<file path="config.mk">
export PLATFORM = sky130hd
export DESIGN_NAME = tdpt_poll_timer
export DESIGN_NICKNAME = d
export VERILOG_FILES = /design/src/rtl/tdpt_pkg.sv /design/src/rtl/tdpt_access.sv /design/src/rtl/tdpt_interval_reg.sv /design/src/rtl/tdpt_poll_counter.sv /design/src/rtl/tdpt_poll_timer.sv
export SDC_FILE = /design/constraint.sdc
export NUM_CORES = 1
export LEC_CHECK = 0
export ABC_AREA = 1
export ABC_CLOCK_PERIOD_IN_PS = 2600
export BUFFER_PORTS_ARGS = -buffer_cell sky130_fd_sc_hd__buf_2
export CAP_MARGIN = 20
export CORE_MARGIN = 2
export CORE_UTILIZATION = 51
export CTS_CLUSTER_DIAMETER = 100
export DETAILED_ROUTE_END_ITERATION = 6
export PLACE_DENSITY = 0.83
export SYNTH_ARGS = -nofsm -noshare
export SYNTH_HDL_FRONTEND = slang
export SYNTH_SLANG_ARGS = --single-unit
</file>
<file path="constraint.sdc">
create_clock -name clk -period 2.6 [get_ports clk]
set_input_delay 0.26 -clock clk [delete_from_list [all_inputs] [get_ports clk]]
set_output_delay 0.26 -clock clk [all_outputs]
set_load 0.05 [all_outputs]
</file>
<file path="src/rtl/tdpt_pkg.sv">
package tdpt_pkg;

    localparam int TDPT_CNT_W   = 16;
    localparam int TDPT_BUS_W   = 32;
    localparam int TDPT_IGN_LSB = 4;

    typedef enum logic {
        SEL_COUNT    = 1'b0,
        SEL_INTERVAL = 1'b1
    } tdpt_sel_e;

    // Reload value: interval with its unused low bits cleared.
    function automatic logic [TDPT_CNT_W-1:0] reload_of(
        input logic [TDPT_CNT_W-1:0] ivl
    );
        logic [TDPT_CNT_W-1:0] r;
        r = ivl;
        r[TDPT_IGN_LSB-1:0] = '0;
        return r;
    endfunction

    function automatic logic [TDPT_BUS_W-1:0] zext(
        input logic [TDPT_CNT_W-1:0] v
    );
        return {{(TDPT_BUS_W-TDPT_CNT_W){1'b0}}, v};
    endfunction

endpackage

</file>
<file path="src/rtl/tdpt_access.sv">
module tdpt_access
    import tdpt_pkg::*;
#(
    parameter int CNT_W = TDPT_CNT_W,
    parameter int BUS_W = TDPT_BUS_W
) (
    input  logic             rst,
    input  logic             halt_i,
    input  logic             pause_i,
    input  logic             reg_wr,
    input  logic             reg_rd,
    input  logic             reg_sel,
    input  logic [BUS_W-1:0] reg_wdata,
    input  logic [CNT_W-1:0] cnt_val,
    input  logic [CNT_W-1:0] ivl_val,
    output logic             ld_cnt,
    output logic             ld_ivl,
    output logic [CNT_W-1:0] ld_data,
    output logic [BUS_W-1:0] reg_rdata
);
    localparam int PAD_W = BUS_W - CNT_W;

    tdpt_sel_e sel;
    logic      open_win;

    always_comb begin
        sel      = tdpt_sel_e'(reg_sel);
        open_win = (halt_i || pause_i) && !rst;
        ld_cnt   = open_win && reg_wr && (sel == SEL_COUNT);
        ld_ivl   = open_win && reg_wr && (sel == SEL_INTERVAL);
        ld_data  = reg_wdata[CNT_W-1:0];
        reg_rdata = '0;
        if (open_win && reg_rd) begin
            reg_rdata = {{PAD_W{1'b0}}, (sel == SEL_INTERVAL) ? ivl_val : cnt_val};
        end
    end

endmodule

</file>
<file path="src/rtl/tdpt_interval_reg.sv">
module tdpt_interval_reg
    import tdpt_pkg::*;
#(
    parameter int CNT_W   = TDPT_CNT_W,
    parameter int IGN_LSB = TDPT_IGN_LSB
) (
    input  logic             clk,
    input  logic             ld,
    input  logic [CNT_W-1:0] d,
    output logic [CNT_W-1:0] ivl_q,
    output logic [CNT_W-1:0] reload_val
);
    logic [CNT_W-1:0] ivl_r;

    // No reset: the interval survives every reset flavour.
    always_ff @(posedge clk) begin
        if (ld) begin
            ivl_r <= d;
        end
    end

    assign ivl_q      = ivl_r;
    assign reload_val = {ivl_r[CNT_W-1:IGN_LSB], {IGN_LSB{1'b0}}};

endmodule

</file>
<file path="src/rtl/tdpt_poll_counter.sv">
module tdpt_poll_counter
    import tdpt_pkg::*;
#(
    parameter int CNT_W = TDPT_CNT_W
) (
    input  logic             clk,
    input  logic             rst,
    input  logic             run,
    input  logic             ld,
    input  logic [CNT_W-1:0] ld_data,
    input  logic [CNT_W-1:0] reload_val,
    output logic [CNT_W-1:0] cnt_q,
    output logic             poll_q
);
    localparam logic [CNT_W-1:0] TOP = '1;

    logic [CNT_W-1:0] cnt_r;
    logic             poll_r;
    logic             expire;

    assign expire = run && (cnt_r == TOP);

    // Counter holds through reset; only the pulse is cleared.
    always_ff @(posedge clk) begin
        if (ld) begin
            cnt_r <= ld_data;
        end else if (run && !rst) begin
            cnt_r <= expire ? reload_val : cnt_r + 1'b1;
        end
    end

    always_ff @(posedge clk) begin
        if (rst) begin
            poll_r <= 1'b0;
        end else begin
            poll_r <= expire;
        end
    end

    assign cnt_q  = cnt_r;
    assign poll_q = poll_r;

endmodule

</file>
<file path="src/rtl/tdpt_poll_timer.sv">
module tdpt_poll_timer
    import tdpt_pkg::*;
#(
    parameter int CNT_W   = TDPT_CNT_W,
    parameter int BUS_W   = TDPT_BUS_W,
    parameter int IGN_LSB = TDPT_IGN_LSB
) (
    input  logic             clk,
    input  logic             rst,
    input  logic             halt_i,
    input  logic             pause_i,
    input  logic             reg_wr,
    input  logic             reg_rd,
    input  logic             reg_sel,
    input  logic [BUS_W-1:0] reg_wdata,
    output logic [BUS_W-1:0] reg_rdata,
    output logic             poll_req
);
    logic             run;
    logic             ld_cnt;
    logic             ld_ivl;
    logic [CNT_W-1:0] ld_data;
    logic [CNT_W-1:0] cnt_q;
    logic [CNT_W-1:0] ivl_q;
    logic [CNT_W-1:0] reload_val;

    assign run = !halt_i && !pause_i;

    tdpt_access #(.CNT_W(CNT_W), .BUS_W(BUS_W)) u_access (
        .rst       (rst),
        .halt_i    (halt_i),
        .pause_i   (pause_i),
        .reg_wr    (reg_wr),
        .reg_rd    (reg_rd),
        .reg_sel   (reg_sel),
        .reg_wdata (reg_wdata),
        .cnt_val   (cnt_q),
        .ivl_val   (ivl_q),
        .ld_cnt    (ld_cnt),
        .ld_ivl    (ld_ivl),
        .ld_data   (ld_data),
        .reg_rdata (reg_rdata)
    );

    tdpt_interval_reg #(.CNT_W(CNT_W), .IGN_LSB(IGN_LSB)) u_ivl (
        .clk        (clk),
        .ld         (ld_ivl),
        .d          (ld_data),
        .ivl_q      (ivl_q),
        .reload_val (reload_val)
    );

    tdpt_poll_counter #(.CNT_W(CNT_W)) u_cnt (
        .clk        (clk),
        .rst        (rst),
        .run        (run),
        .ld         (ld_cnt),
        .ld_data    (ld_data),
        .reload_val (reload_val),
        .cnt_q      (cnt_q),
        .poll_q     (poll_req)
    );

endmodule

</file>
; ---- Word-level counts from Yosys, hierarchy flattened
; Cells that the tools add are included.
[classes]
div_mod_pow = 0
mul = 0
n_lt_le_gt_ge = 0
add_sub_neg = 1
n_eq_ne = 1
reduce_logical = 13
n_shift = 0
n_bitwise = 1
muxes = 5
[op_table]
columns = cell, count
row1 = $mux W16, 5
row2 = $add A16 B1 Y16 const B, 1
row3 = $eq A16 B16 Y1 const B, 1
row4 = $logic_and A1 B1 Y1, 8
row5 = $logic_not A1 Y1, 3
row6 = $reduce_bool A2 Y1, 1
row7 = $logic_or A1 B1 Y1, 1
row8 = $not A1 Y1, 1
[totals]
output_inout_bits = 33
mem_bits_rw = 0
register_bits = 33
latch_bits = 0
mem_count = 0
romBits = 0
elab_cells = 24

; ---- Logic depth before layout (Yosys ltp)
; Gate-level depths: netlist (run 1).
[logic_depth]
word_depth = 6
ltp_mapped = 11

; ---- By module
; Synthesis (run 1) repeated with hierarchy kept, for this count alone.
[hier_totals]
hier_cells = 371
area_unflattened_um2 = 2678.8
[modules_own_cells]
columns = mod, seq_area_each_um2, area_each_um2, cells_per_inst, instances
row1 = tdpt_poll_counter, 500.5, 1370.1, 194, 1
row2 = tdpt_access, 0.0, 700.7, 143, 1
row3 = tdpt_interval_reg, 480.5, 604.3, 33, 1
row4 = tdpt_poll_timer, 0.0, 3.8, 1, 1

; ---- Worst setup path after synthesis (run 1)
; OpenSTA, ideal clock, no wires.
[synth_timing]
kind = input -> register
from = input halt_i
to = register u_cnt.cnt_r[0] (netlist: u_cnt.cnt_q[0]), enable pin
setup_ns = 0.411
path_stages = 3
arrival_ns = 1.678
setup_slack_ns = 0.511
cell_sequence = nor2_2 inv_1 o21ai_0
[synth_between]
elab_chain_cells = 5
word_cells_on_any_way = 8
cone_classes = 8 x reduce/logical
[synth_lines]
columns = element, line
row1 = "start, declared", tdpt_poll_timer.sv:10  ; input logic halt_i,
row2 = $logic_or A1 B1 Y1, tdpt_access.sv:28  ; open_win = (halt_i || pause_i) && !rst;
row3 = $logic_and A1 B1 Y1, tdpt_access.sv:28
row4 = $logic_and A1 B1 Y1 (2 in a row), tdpt_access.sv:29  ; ld_cnt = open_win && reg_wr && (sel == SEL_COUNT);
row5 = $reduce_bool A2 Y1 (no source line) (*), n/a
row6 = "end signal, assigned", tdpt_poll_counter.sv:26  ; cnt_r <= ld_data;
row7 = "end signal, assigned", tdpt_poll_counter.sv:28  ; cnt_r <= expire ? reload_val : cnt_r + 1'b1;
row8 = "end, declared", tdpt_poll_counter.sv:17  ; logic [CNT_W-1:0] cnt_r;
; Mark *: on every way between the ends. The rest lies on a longest branch, timed or not.
; A chain may end at the register's enable or synchronous reset.

; ---- Worst setup path after layout (run 1)
[layout_timing]
from = input halt_i
to = output reg_rdata[5]
[layout_between]
elab_chain_cells = 4
[layout_lines]
columns = element, line
row1 = $logic_or A1 B1 Y1, tdpt_access.sv:28
row2 = $logic_and A1 B1 Y1, tdpt_access.sv:28
row3 = $logic_and A1 B1 Y1, tdpt_access.sv:33  ; if (open_win && reg_rd) begin
row4 = $mux W16, tdpt_access.sv:33
row5 = "end, declared", tdpt_poll_timer.sv:16  ; output logic [BUS_W-1:0] reg_rdata,
; No other way between the ends.

==> impl_metrics.yaml, run 1 <==
pwr:
  p_leak_nw: 1.19
  fin_total_pwr_mw: 1.24
  ir_worst_vdd_v: 0.000327
  p_per_area_nw_per_um2: 503
layout:
  area_delta_synth_final_pct: 10.3
  layout-drive-gt1-share_pct: 21.1
  final_common_cell: "nand2_1"
  antenna_cells: 0
  final_nets: 361
  final_cell_mix: "nand2_1, buf_2, nor2_1"
  fin_cells: 374
  design_area_um2: 2460
  final_util_pct: 57.3
global_route:
  gr-usage-all-layers_pct: 21.3
  grt_overflow: 0
  grt_pass1_wl_mm: 8.31
  first_global_vias: 1803
  antenna_found_initial: 0
  grt_max_degree: 28
placed_design:
  numPortBuffers: 39
  dp.cells: 366
  dp_hpwl_mm: 3.49
  gp_congestion: 0.857
  place_area_um2: 2380
  post-place-ws_ns: 0.669
synth:
  syn_area_um2: 2230
  synthCells: 283
  ys_async_sr_fraction_pct: 0
  syn_area_per_cell_um2: 7.89
  ys_seq_area_share_pct: 43.9
  synthFlopType: "edfxtp_1"
  ys_warn_count: 0
  synth_seq_cells: 33
  yosysTopAreaCell: "edfxtp_1"
  synth_top_cell_area_share_pct: 43.0
  yosys.cell_types.count: 28
  synth_edf_count: 32
  ys_top_cells_by_area: "edfxtp_1, nand2_1, buf_4"
floorplan:
  core_area_um2: 4290
  die_w_um: 70.2
  die_area_um2: 4920
  initial_core_util_pct: 52.0
  ios: 72
  die_h_um: 70.2
  row_count: 24
run:
  maxCapViolCount: 0
setup_path:
  cp_slowest_cell: "nand2_1"
  slowest_delay_ns: 0.42
  cp_cell_sequence: "buf_2 > nor2_2 > nor2_1 > nand2_1 > a21oi_1 > buf_2"
  cp-end-kind: "primary output"
  required_ns: 2.34
  cp.buffers_inverters: 2
  critPathTopFamily: "simple AND/OR/NAND/NOR gates"
  cp_data_arrival_time_ns: 1.64
  critical_path_class: "primary input to primary output"
  path_common_cell: "buf_2"
  start_kind: "primary input"
  crit_path_max_fanout: 16
sta:
  finClkSkew_ns: 0.00614
  min_period_over_period_pct: 73.0
  final.setup.tns_ns: 0
  timing.slew.headroom_pct: 58.5
  worst_pin_slew_ns: 0.622
  fin_crit_ns: 1.90
  setup_viol: 0
  hold_viol: 0
  slew_violations: 0
  whs_ns: 0.163
  max_freq_mhz: 527
  setup_slack_ns: 0.702
  rsz0062_at_grt: "no"
detailed_routing:
  drt_iter0_markers: 155
  ant_nets: 0
  drc: 0
  vias: 1927
  wire_per_inst_um: 13.3
  dr.pass1.iters: 4
  wl_mm: 4.96
  detail_route.vias_per_cell: 5.15
clock_network:
  clk_pin_slew_worst_paths_ns: 0.07
  cts.path.max_buffers: 2
  cts_buffers: 5
  tritoncts: "done"
  cts_root_buf: "clkbuf_8"
  htreeDepth: 2
  ctsHoldBuffers: 0
  cts.sinks: 33
  worst_skew_pair.late_latency_ns: 0.28
  post_cts_buffers: 0
  cts.repair.resized: 0
outcome:
  status: "finished, final reports clean"
min_path:
  hp-class: "primary input to register"
cells by family (layout without fill, tap and decap cells):
kind of cell | count (synthesis) | after routing | synth area share (%)
xor gates and xnor gates | 4 | 4 | 1.57
adders and majority gates | 1 | 1 | 0.560
and+or+nand+nor | 177 | 177 | 37.4
buffers and inverters | 48 | 72 | 12.1
DFF | 33 | 33 | 43.9
AOI/OAI and AO/OA | 19 | 19 | 4.26
other | 1 | 16 | 0.168
cells in the mapped netlist (2+ instances only):
library cell,instances
nand3_1,24
xnor2_1,3
or2_2,2
inv_1,20
nor2_1,35
nor2_4,3
buf_2,2
buf_4,19
buf_6,2
inv_2,3
a21oi_1,16
o21ai_0,3
nand2_2,5
nand4_1,3
nand2_4,2
nand3_2,4
nand3b_1,6
nand2_1,90
edfxtp_1,32
layout make-up:
cell class | count | area [µm²]
Fill cell | 416 | 1830
Clock buffer | 8 | 80.1
Inverter | 23 | 86.3
Multi-Input combinational cell | 217 | 1040
Tap cell | 52 | 65.1
Sequential cell | 33 | 981
Timing Repair Buffer | 41 | 210
power breakdown:
part / internal (mW) / switching, mW / leakage, nW
clock network: 0.190 / 0.180 / 0.0395
logic: 0.0560 / 0.176 / 0.846
registers: 0.616 / 0.0205 / 0.304
total: 0.862 / 0.377 / 1.19
registers in the layout, indices dropped and copies added, names as in the netlist:
signal and count:
u_ivl.ivl_q 16, u_cnt.cnt_q 16, u_cnt.poll_q 1
final timing paths:
kind,from,to,slack (ns),cells after the start
worst max register to register,u_cnt.cnt_q[1]$_DFFE_PP_,u_cnt.cnt_q[1]$_DFFE_PP_,0.82,8
worst max-delay path,halt_i,reg_rdata[5],0.70,6
worst min-delay path,reg_wdata[14],u_ivl.ivl_q[14]$_DFFE_PP_,0.16,1
worst min register to register,u_ivl.ivl_q[12]$_DFFE_PP_,u_cnt.cnt_q[12]$_DFFE_PP_,0.68,4
metal layers:
metal,track usage [%],share of wire (%),wire length (µm)
met2,36.5,49,2450
met5,0,0,0
met3,3.75,6.7,332
met4,5.77,1.4,68
met1,27.9,43,2110
Power figures use the tool's default switching activity.
==> run 2, diff against run 1 <==
--- a/config.mk
+++ b/config.mk
@@ -6,14 +6,14 @@
 export NUM_CORES = 1
 export LEC_CHECK = 0
 export ABC_AREA = 1
-export ABC_CLOCK_PERIOD_IN_PS = 2600
+export ABC_CLOCK_PERIOD_IN_PS = 1630
 export BUFFER_PORTS_ARGS = -buffer_cell sky130_fd_sc_hd__buf_2
 export CAP_MARGIN = 20
 export CORE_MARGIN = 2
-export CORE_UTILIZATION = 51
+export CORE_UTILIZATION = 46
 export CTS_CLUSTER_DIAMETER = 100
 export DETAILED_ROUTE_END_ITERATION = 6
-export PLACE_DENSITY = 0.83
+export PLACE_DENSITY = 0.79
 export SYNTH_ARGS = -nofsm -noshare
 export SYNTH_HDL_FRONTEND = slang
 export SYNTH_SLANG_ARGS = --single-unit
==> constraint.sdc (replaced) <==
create_clock -name clk -period 1.63 [get_ports clk]
set_input_delay 0.163 -clock clk [delete_from_list [all_inputs] [get_ports clk]]
set_output_delay 0.163 -clock clk [all_outputs]
set_load 0.05 [all_outputs]
==> impl_metrics.yaml, run 2 (synthesized netlist as in run 1, its figures left out) <==
setup_path:
  path_common_cell: "nand2_1"
  critical_path_class: "register to register"
  crit_path_max_fanout: 6
  required_ns: 1.67
  slowest_delay_ns: 0.37
  cp_cell_sequence: "ha_2 > nand2_2 > nor2_4 > nand2_4 > nor2_8 > nand3_2 > nand2_1 > inv_1 > nand2_1 > nand2_1"
  cp_slowest_cell: "edfxtp_1"
  cp_data_arrival_time_ns: 1.70
  start_kind: "register"
  r2r_slack_ns: -0.03
  cp-end-kind: "register"
sta:
  slew_violations: 0
  whs_ns: 0.0624
  rsz0062_at_grt: "yes"
  setup_viol: 3
  setup_slack_ns: -0.0302
  min_period_over_period_pct: 102
  fin_crit_ns: 1.66
  finClkSkew_ns: 0.00467
  final.setup.tns_ns: -0.0414
  max_freq_mhz: 602
  hold_viol: 0
layout:
  fin_cells: 393
  antenna_cells: 0
  final_cell_mix: "nand2_1, buf_2, nor2_1, edfxtp_1, nand3_1"
  multiInputGateArea_um2: 1110
  layout-drive-gt1-share_pct: 28.3
  area_delta_synth_final_pct: 19.7
  nFillCells: 425
  register_area_um2: 981
  final_common_cell: "nand2_1"
  final_nets: 378
  final_util_pct: 56.9
outcome:
  violations: "negative setup slack"
  status: "complete, but fails checks"
floorplan:
  die_h_um: 73.7
  core_area_um2: 4690
  die_w_um: 73.7
  row_count: 25
  die_area_um2: 5430
  initial_core_util_pct: 47.6
  ios: 72
detailed_routing:
  vias: 1933
  detail_route.vias_per_cell: 4.92
  wire_per_inst_um: 13.5
  wl_mm: 5.30
  drt_iter0_markers: 137
  drc: 0
  dr.pass1.iters: 4
  ant_nets: 0
global_route:
  grt_overflow: 0
  first_global_vias: 1860
  antenna_found_initial: 0
  grt_pass1_wl_mm: 8.40
  grt_max_degree: 18
  gr-usage-all-layers_pct: 20.6
pwr:
  p_per_area_nw_per_um2: 754
  ir_worst_vdd_v: 0.000453
  p_leak_nw: 1.25
placed_design:
  gp_congestion: 0.877
  numPortBuffers: 39
  dp.cells: 381
  dp_hpwl_mm: 3.75
min_path:
  hp-class: "primary input to register"
clock_network:
  cts.sinks: 33
  cts_buffers: 5
  clk_pin_slew_worst_paths_ns: 0.06
  cts.path.max_buffers: 2
  worst_skew_pair.late_latency_ns: 0.29
  cts_root_buf: "clkbuf_8"
  htreeDepth: 2
  tritoncts: "done"
run:
  maxCapViolCount: 0
## run 2: area by class of cell
type                    count  area share, %
multi-input cells         218           41.5
flip-flops and latches     33           36.7
repair buffers             57           13.0
inverters                  23           3.23
clock buffers               8           3.00
well taps                  54           2.53
## run 2: power breakdown
part | total [mW] | leakage, nW | switching, mW | internal (mW)
Clock | 0.590 | 0.0395 | 0.287 | 0.303
Sequential | 1.01 | 0.304 | 0.0317 | 0.982
Combinational | 0.411 | 0.911 | 0.296 | 0.115
Total | 2.01 | 1.25 | 0.614 | 1.40
## run 2: layer usage
metal	global-route usage, %	share of wire (%)
met3	4.80	7.6
met5	0	0
met2	34.9	49
met4	5.86	1.5
met1	26.3	42
## run 2: critical path, delay by kind of cell (launching register included)
kind	cells	cell delay, ns
fa+ha+maj	1	0.22
buf+inv	1	0.04
flops	1	0.37
simple gates	8	0.79
## run 2: through the flow
step / setup slack [ns] / area, µm² / power [mW]
floorplan: -0.000183 / 2310 / 1.35
global placement: 0.0183 / 2520 / 1.42
detailed placement: -0.0477 / 2520 / 1.43
CTS: -0.0162 / 2640 / 2.02
global route: -0.128 / 2670 / 2.10
finish: -0.0302 / 2670 / 2.01
## run 2: path summary, 6_finish.rpt
path,cells past startpoint,startpoint,end
max,10,u_cnt.cnt_q[1]$_DFFE_PP_,u_cnt.cnt_q[13]$_DFFE_PP_
min,1,reg_wdata[4],u_ivl.ivl_q[4]$_DFFE_PP_
max reg2reg,10,u_cnt.cnt_q[1]$_DFFE_PP_,u_cnt.cnt_q[13]$_DFFE_PP_
min reg2reg,3,u_ivl.ivl_q[9]$_DFFE_PP_,u_cnt.cnt_q[9]$_DFFE_PP_
## run 2: timing repair
action	CTS	global route
hold buffers	0	0
pin swaps	1	10
setup buffers	2	1
endpoints found under the setup margin	14	15
gates cloned	1	0
resized for setup	2	7
==> run 3, diff against run 2 <==
--- a/config.mk
+++ b/config.mk
@@ -10,10 +10,11 @@
 export BUFFER_PORTS_ARGS = -buffer_cell sky130_fd_sc_hd__buf_2
 export CAP_MARGIN = 20
 export CORE_MARGIN = 2
-export CORE_UTILIZATION = 46
+export CORE_UTILIZATION = 48
 export CTS_CLUSTER_DIAMETER = 100
 export DETAILED_ROUTE_END_ITERATION = 6
-export PLACE_DENSITY = 0.79
+export PLACE_DENSITY = 0.77
 export SYNTH_ARGS = -nofsm -noshare
 export SYNTH_HDL_FRONTEND = slang
+export SYNTH_HIERARCHICAL = 1
 export SYNTH_SLANG_ARGS = --single-unit
==> impl_metrics.yaml, run 3 <==
sta:
  whs_ns: 0.0624
  setup_slack_ns: -0.0260
  slew_violations: 0
  min_period_over_period_pct: 102
  rsz0062_at_grt: "yes"
  setup_viol: 2
  max_freq_mhz: 604
  hold_viol: 0
  timing.slew.headroom_pct: 59.7
  fin_crit_ns: 1.66
  worst_pin_slew_ns: 0.602
  finClkSkew_ns: 0.00376
synth:
  synth_compound_area_share_pct: 1.12
  synth_seq_cells: 33
  syn_area_per_cell_um2: 7.22
  yosysTopAreaCell: "edfxtp_1"
  ys_warn_count: 6
  ys_async_sr_fraction_pct: 0
  synth_top_family_by_area: "simple AND/OR/NAND/NOR gates"
  muxShareOfSynthArea_pct: 0
  synthSimpleGateAreaFrac_pct: 36.2
  synth_edf_count: 32
  ys_top_cells_by_count: "nand2_1, nor2_1, inv_1"
  synth_top_cell_area_share_pct: 35.9
  synthCells: 371
  synth_most_common_cell: "nand2_1"
  ys_top_cells_by_area: "edfxtp_1, buf_4, nand2_1"
  yosys.cell_types.count: 28
  ys_seq_area_share_pct: 36.6
  syn_area_um2: 2680
  synthFlopType: "edfxtp_1"
  synth-xor-area-share_pct: 0.981
  synthAdderAreaFrac_pct: 0.467
detailed_routing:
  wire_per_inst_um: 11.7
  drt_iter0_markers: 144
  wl_mm: 5.54
  dr.pass1.iters: 4
  ant_nets: 0
  vias: 2195
  detail_route.vias_per_cell: 4.63
  drc: 0
clock_network:
  worst_skew_pair.late_latency_ns: 0.29
  cts_root_buf: "clkbuf_8"
  ctsHoldBuffers: 0
  cts_buffers: 5
  cts.path.max_buffers: 2
  htreeDepth: 2
  tritoncts: "done"
  clk_pin_slew_worst_paths_ns: 0.06
  cts.sinks: 33
global_route:
  grt_max_degree: 20
  grt_use_met2_pct: 32.8
  grt_pass1_wl_mm: 9.13
  grt_overflow: 0
  antenna_found_initial: 0
  top_usage_layer: "met2"
  use_met1_pct: 22.7
  gr-usage-all-layers_pct: 18.9
  use_met3_pct: 4.32
  first_global_vias: 2047
layout:
  antenna_cells: 0
  area_delta_synth_final_pct: 9.95
  nFillCells: 528
  design_area_um2: 2950
  final_nets: 442
  layout-drive-gt1-share_pct: 23.1
  final_util_pct: 54.2
  final_common_cell: "nand2_1"
  final_cell_mix: "nand2_1, nor2_1, inv_1"
  fin_cells: 474
setup_path:
  required_ns: 1.67
  critical_path_class: "register to register"
  critPathTopFamily: "simple AND/OR/NAND/NOR gates"
  cp_slowest_cell: "edfxtp_1"
  slowest_delay_ns: 0.36
  cp.buffers_inverters: 1
  cp-end-kind: "register"
  cp_cell_sequence: "ha_2 > nand2_2 > nor2_4 > nand2_4 > nor2_4 > buf_6 > nand3_2 > o211ai_1 > nand2_1"
  cp_data_arrival_time_ns: 1.70
  path_common_cell: "nor2_4"
  crit_path_max_fanout: 8
  start_kind: "register"
min_path:
  hp-class: "primary input to register"
pwr:
  p_per_area_nw_per_um2: 688
  ir_worst_vdd_v: 0.000480
  p_leak_nw: 1.54
floorplan:
  core_area_um2: 5440
  initial_core_util_pct: 49.3
  die_area_um2: 6190
  row_count: 27
  die_h_um: 78.7
  die_w_um: 78.7
  ios: 72
placed_design:
  place_area_um2: 2770
  dp.cells: 461
  dp_hpwl_mm: 3.89
  gp_congestion: 0.915
  numPortBuffers: 39
outcome:
  violations: "negative setup slack"
  status: "complete, but fails checks"
run:
  maxCapViolCount: 0
## run 3: layout make-up
class                           count  area (µm²)  share of cell area [%]
Inverter                           55         206                    7.01
Clock inverter                      1        3.75                   0.127
Multi-Input combinational cell    243        1170                    39.8
Tap cell                           72        90.1                    3.06
Clock buffer                        6        72.6                    2.46
Timing Repair Buffer               64         420                    14.3
Sequential cell                    33         981                    33.3
## run 3: what timing repair did
item,4_1_cts,5_1_grt
resized for setup,2,10
cloned,0,1
buffers inserted,0,5
pin swaps,0,11
setup endpoints to repair,6,18
hold endpoints to repair,0,0
## run 3: cell families (layout without fill, tap and decap cells)
family          Yosys count  in the layout
compound gates            5              5
xor+xnor                  3              3
fa+ha+maj                 1              1
buf+inv                 114            126
flops                    33             33
other cells               2             20
simple gates            213            214
## run 3: where the power goes
part,switching (mW),total (mW),leakage (nW),internal [mW]
clock network,0.291,0.578,0.0387,0.288
registers,0.0287,1.01,0.304,0.982
logic,0.310,0.438,1.20,0.127
## run 3: path summary, 6_finish.rpt
check | start | end | slack, ns | cells after the start
min reg2reg | u_ivl/ivl_q[7]$_DFFE_PP_ | u_cnt/cnt_q[7]$_DFFE_PP_ | 0.65 | 3
min | reg_wdata[4] | u_ivl/ivl_q[4]$_DFFE_PP_ | 0.06 | 1
max | u_cnt/cnt_q[1]$_DFFE_PP_ | u_cnt/cnt_q[12]$_DFFE_PP_ | -0.03 | 9
max reg2reg | u_cnt/cnt_q[1]$_DFFE_PP_ | u_cnt/cnt_q[12]$_DFFE_PP_ | -0.03 | 9
## run 3: routing by layer
metal / vias up / routed length [µm]
li1: 1137 / -
met1: 966 / 2440
met2: 83 / 2620
met3: 9 / 367
met4: 0 / 108
met5: - / 0
## run 3: per-stage QoR
stage | setup TNS (ns) | worst slack [ns] | power [mW]
after CTS | -0.000410 | -0.000410 | 2.03
after floorplan | 0 | 0.0233 | 1.43
after detailed placement | -0.0651 | -0.0170 | 1.45
after global placement | 0 | 0.0304 | 1.44
after global routing | -0.997 | -0.0996 | 2.13
final | -0.0267 | -0.0260 | 2.03
